`config.mk`:
```
export PLATFORM = sky130hd
export DESIGN_NAME = mem_pager
export DESIGN_NICKNAME = d
export VERILOG_FILES = /design/src/rtl/pager_pkg.sv /design/src/rtl/pager_decode.sv /design/src/rtl/pager_regs.sv /design/src/rtl/pager_xlate.sv /design/src/rtl/mem_pager.sv
export SDC_FILE = /design/constraint.sdc
export NUM_CORES = 1
export LEC_CHECK = 0
export CORE_MARGIN = 1
export CORE_UTILIZATION = 44
export CTS_BUF_LIST = sky130_fd_sc_hd__clkbuf_8
export DETAILED_ROUTE_END_ITERATION = 8
export PLACE_DENSITY = 0.89
export SKIP_CTS_REPAIR_TIMING = 1
export SLEW_MARGIN = 5
export SYNTH_ARGS = -nofsm -noshare
export SYNTH_HDL_FRONTEND = slang
export SYNTH_HIERARCHICAL = 1
export SYNTH_SLANG_ARGS = --single-unit
```
`constraint.sdc`:
```
create_clock -name clk -period 2.7 [get_ports clk]
set_input_delay 0.81 -clock clk [delete_from_list [all_inputs] [get_ports clk]]
set_output_delay 0.81 -clock clk [all_outputs]
set_load 0.005 [all_outputs]
```
`src/rtl/pager_pkg.sv`:
```
package pager_pkg;

   typedef enum logic [1:0] {
      RGN_NONE = 2'd0,
      RGN_ROM  = 2'd1,
      RGN_CRAM = 2'd2,
      RGN_URAM = 2'd3
   } rgn_e;

   localparam int CPU_AW   = 16;
   localparam int FRAME_AW = CPU_AW - 2;
   localparam int NFRAMES  = 3;

endpackage

```
`src/rtl/pager_decode.sv`:
```
module pager_decode
   import pager_pkg::*;
(
   input  logic              mem_req,
   input  logic              wr,
   input  logic [CPU_AW-1:0] cpu_addr,
   output logic              reg_we,
   output logic [1:0]        reg_sel
);

   // control window: top four bytes of CPU space
   logic in_window;

   always_comb begin
      in_window = &cpu_addr[CPU_AW-1:2];
      reg_we    = mem_req & wr & in_window;
      reg_sel   = cpu_addr[1:0];
   end

endmodule

```
`src/rtl/pager_regs.sv`:
```
module pager_regs
   import pager_pkg::*;
#(
   parameter int BANK_W  = 5,
   parameter int EN_BIT  = 3,
   parameter int PG_BIT  = 2
) (
   input  logic                             clk,
   input  logic                             rst_n,
   input  logic                             reg_we,
   input  logic [1:0]                       reg_sel,
   input  logic [7:0]                       wdata,
   output logic [NFRAMES-1:0][BANK_W-1:0]   banks,
   output logic                             cram_en,
   output logic                             cram_page
);

   logic unused_wdata;
   assign unused_wdata = ^wdata;

   // one bank register per ROM window, selected by low address bits 1..3
   for (genvar f = 0; f < NFRAMES; f++) begin : g_bank
      localparam logic [1:0]        SEL_CODE = 2'(f + 1);
      localparam logic [BANK_W-1:0] RST_BANK = BANK_W'(f);
      always_ff @(posedge clk) begin
         if (!rst_n)
            banks[f] <= RST_BANK;
         else if (reg_we && reg_sel == SEL_CODE)
            banks[f] <= wdata[BANK_W-1:0];
      end
   end

   always_ff @(posedge clk) begin
      if (!rst_n) begin
         cram_en   <= 1'b0;
         cram_page <= 1'b0;
      end else if (reg_we && reg_sel == 2'd0) begin
         cram_en   <= wdata[EN_BIT];
         cram_page <= wdata[PG_BIT];
      end
   end

endmodule

```
`src/rtl/pager_xlate.sv`:
```
module pager_xlate
   import pager_pkg::*;
#(
   parameter int BANK_W   = 5,
   parameter int URAM_AW  = 13,
   parameter bit HAS_CRAM = 1'b1,
   localparam int PA_W    = BANK_W + FRAME_AW
) (
   input  logic                           mem_req,
   input  logic [CPU_AW-1:0]              cpu_addr,
   input  logic [NFRAMES-1:0][BANK_W-1:0] banks,
   input  logic                           cram_en,
   input  logic                           cram_page,
   output logic [PA_W-1:0]                phys_addr,
   output rgn_e                           region
);

   logic [FRAME_AW-1:0] off;
   logic [1:0]          quarter;
   logic                cram_on;

   assign off     = cpu_addr[FRAME_AW-1:0];
   assign quarter = cpu_addr[CPU_AW-1:FRAME_AW];

   // variant: cartridge RAM fitted or not
   if (HAS_CRAM) begin : g_cram
      assign cram_on = cram_en;
   end else begin : g_nocram
      logic unused_cram;
      assign unused_cram = cram_en;
      assign cram_on     = 1'b0;
   end

   always_comb begin
      phys_addr = '0;
      region    = RGN_NONE;
      if (mem_req) begin
         unique case (quarter)
            2'd0: begin
               region    = RGN_ROM;
               phys_addr = {banks[0], off};
            end
            2'd1: begin
               region    = RGN_ROM;
               phys_addr = {banks[1], off};
            end
            2'd2: begin
               if (cram_on) begin
                  region    = RGN_CRAM;
                  phys_addr = {{(PA_W-FRAME_AW-1){1'b0}}, cram_page, off};
               end else begin
                  region    = RGN_ROM;
                  phys_addr = {banks[2], off};
               end
            end
            default: begin
               region    = RGN_URAM;
               phys_addr = {{(PA_W-URAM_AW){1'b0}}, cpu_addr[URAM_AW-1:0]};
            end
         endcase
      end
   end

endmodule

```
`src/rtl/mem_pager.sv`:
```
module mem_pager
   import pager_pkg::*;
#(
   parameter int BANK_W   = 5,
   parameter int URAM_AW  = 13,
   parameter bit HAS_CRAM = 1'b1,
   parameter int EN_BIT   = 3,
   parameter int PG_BIT   = 2,
   localparam int PA_W    = BANK_W + FRAME_AW
) (
   input  logic            clk,
   input  logic            rst_n,
   input  logic            mem_req,
   input  logic            wr,
   input  logic [15:0]     cpu_addr,
   input  logic [7:0]      cpu_wdata,
   output logic [PA_W-1:0] phys_addr,
   output logic [1:0]      region
);

   if (BANK_W < 2 || BANK_W > 8) begin : g_bad_bank
      $error("mem_pager: BANK_W must lie in 2..8");
   end
   if (URAM_AW < 1 || URAM_AW > FRAME_AW) begin : g_bad_uram
      $error("mem_pager: URAM_AW must lie in 1..FRAME_AW");
   end
   if (EN_BIT > 7 || PG_BIT > 7 || EN_BIT == PG_BIT) begin : g_bad_bits
      $error("mem_pager: select register bits must be distinct and within a byte");
   end

   logic                           reg_we;
   logic [1:0]                     reg_sel;
   logic [NFRAMES-1:0][BANK_W-1:0] banks;
   logic                           cram_en;
   logic                           cram_page;
   rgn_e                           rgn;

   pager_decode u_dec (
      .mem_req  (mem_req),
      .wr       (wr),
      .cpu_addr (cpu_addr),
      .reg_we   (reg_we),
      .reg_sel  (reg_sel)
   );

   pager_regs #(
      .BANK_W (BANK_W),
      .EN_BIT (EN_BIT),
      .PG_BIT (PG_BIT)
   ) u_regs (
      .clk       (clk),
      .rst_n     (rst_n),
      .reg_we    (reg_we),
      .reg_sel   (reg_sel),
      .wdata     (cpu_wdata),
      .banks     (banks),
      .cram_en   (cram_en),
      .cram_page (cram_page)
   );

   pager_xlate #(
      .BANK_W   (BANK_W),
      .URAM_AW  (URAM_AW),
      .HAS_CRAM (HAS_CRAM)
   ) u_xlate (
      .mem_req   (mem_req),
      .cpu_addr  (cpu_addr),
      .banks     (banks),
      .cram_en   (cram_en),
      .cram_page (cram_page),
      .phys_addr (phys_addr),
      .region    (rgn)
   );

   assign region = rgn;

endmodule

```
==> results.ini <==
[cells_and_area]
layout.nets = 191
utilization_pct = 79.72
drive_gt1_share_pct = 14.20
antenna_cells = 0
area_growth_pct = 65.31

[global_routing]
overflow = 0
grt_max_degree = 20
grt_pass1_vias = 976
grt_first_pass_wirelength_um = 4333
grtUsageTotal_pct = 23.74
antenna_found_initial = 0

[place]
place.gp.congestion = 0.8241
dp_hpwl_um = 2036
portBuffers = 45

[cts]
cts_made_buffers = 3
clk_pin_slew_ns = 0.06
cts_root_buf = clkbuf_8
cts_max_level = 1
insertion_delay_ns = 0.25
cts.sinks = 17
clock_path_buffers = 2
cts_tree = built

[yosys]
netlist_instances = 106
synth_area_leaders = dfxtp_1, mux2i_1, nand2_1
yosysTopAreaCellShare_pct = 34.56
syn_nets = 134
netlist-cell-type-count = 25
synth_seq_cells = 17
syn_area_per_cell_um2 = 9.290
yosysTopAreaCell = dfxtp_1
ys_seq_area_share_pct = 34.56
syn-cell-area_um2 = 984.7
yosysWarnings = 6

[sta]
grt_setup_unrepaired = no
fin_hold_ws_ns = 0.4615
min_period_ns = 2.629
setup_tns_ns = 0
hold_viol_final = 0
setup-violations-final = 0
fmax_mhz = 380.4
drv_slew = 0
finalClockSkew_ns = 0
tightest_slew_ns = 0.6215
finalCritPeriodShare_pct = 97.35
relSlewSlack_pct = 58.44

[floorplan]
core_um2 = 2042
io_pins = 49
fp.dieH_um = 49.31
initial_core_util_pct = 48.22
die_width_um = 49.31
die-area_um2 = 2431
rows = 16

[detailed_routing]
viasPerCell = 5.212
drc = 0
wire_per_inst_um = 14.69
vias = 985
drtIter0Drc = 10
ant_nets = 0
finalWirelength_um = 2777
drt_pass1_iterations = 4

[setup_path]
worstSetupPathType = in2out
crit_arrival_ns = 1.82
crit_path_end_kind = output port
cp-start-kind = input port
crit_required_ns = 1.89
critPathMaxFanout = 17

[run_status]
outcome = complete, no violations

[power]
p_leak_nw = 0.9805
ir_drop_v = 0.0003142
p_per_area_nw_per_um2 = 335.5

[worst_hold_path]
hold_class = reg2reg

[job]
cap_viol_max_count = 0

-- state kept, by name, summed over array words and instances (netlist names) --
| name | cells |
|---|---|
| u_regs/cram_page | 1 |
| u_regs/cram_en | 1 |
| u_regs/banks | 15 |
-- power by group --
part / switching [W] / total [W] / internal, W
clock: 0.0000819 / 0.000183 / 0.000101
combinational: 0.0000415 / 0.000113 / 0.0000712
sequential: 0.000000000705 / 0.000251 / 0.000251
-- cell usage in the layout (no fill, tap or decap), types with 3 or more instances in the layout --
master,n
nand2_1,22
mux2i_1,21
dlymetal6s2s_1,22
buf_4,13
nand4_1,5
inv_1,3
and2_1,13
clkbuf_8,3
o2bb2ai_1,4
dfxtp_1,17
clkdlybuf4s50_1,23
-- cells by family after synthesis --
family	share of synthesized area, %
buffers and inverters	6.098
AOI/OAI and AO/OA	8.132
and+or+nand+nor	29.86
DFF	34.56
muxes	21.35
-- area by class of cell --
class,count,area [um^2]
clock buffers,3,41.29
clock inverters,1,3.754
fillers,145,414.1
inverters,2,7.507
multi-input cells,80,586.8
flip-flops and latches,17,340.3
well taps,27,33.78
repair buffers,59,614.3
-- routing by layer --
metal | global-route usage, % | up-vias | share of wire, %
li1 | - | 486 | -
met4 | 11.76 | 0 | 1.4
met5 | 0 | - | 0
met3 | 5.296 | 5 | 7.1
met2 | 41.32 | 44 | 50
met1 | 26.91 | 450 | 42
-- worst max-delay path, stage by stage --
cell and delay [ns]:
dlymetal6s2s_1 0.18, buf_6 0.18, o211a_1 0.15, clkdlybuf4s50_1 0.49
-- path summary, 6_finish.rpt --
check,from,end,slack (ns),cells past startpoint
worst max-delay path,mem_req,region[1],0.07,4
worst min-delay path,u_regs/banks[6]$_SDFFE_PN0P_,u_regs/banks[6]$_SDFFE_PN0P_,0.46,2
worst max register to register,u_regs/cram_en$_SDFFE_PN0P_,u_regs/cram_en$_SDFFE_PN0P_,2.01,2
worst min register to register,u_regs/banks[6]$_SDFFE_PN0P_,u_regs/banks[6]$_SDFFE_PN0P_,0.46,2
-- synth_stat cells, drive strengths merged --
master / count
o22ai: 1
and3: 1
and2: 13
o2bb2ai: 4
nand4: 5
nor3b: 1
a21oi: 1
a211o: 1
inv: 2
o211a: 1
nand2b: 1
mux2i: 21
and4bb: 1
and4b: 1
nand2: 22
nand3b: 3
buf: 7
nor4: 1
o211ai: 1
o21a: 1
dfxtp: 17
-- metrics by stage --
step           area, um^2  setup WS (ns)  power [W]  std cells
3_5_place_dp         1506        -0.4308  0.0003694        183
2_1_floorplan       984.7         0.5097  0.0002925        106
3_3_place_gp         1506        -0.4151  0.0003664        183
6_report             1628        0.07143  0.0005461        189
4_1_cts              1551        -0.4557  0.0005495        187
5_1_grt              1628       0.004567  0.0005665        189
(Power assumes the default switching activity.)
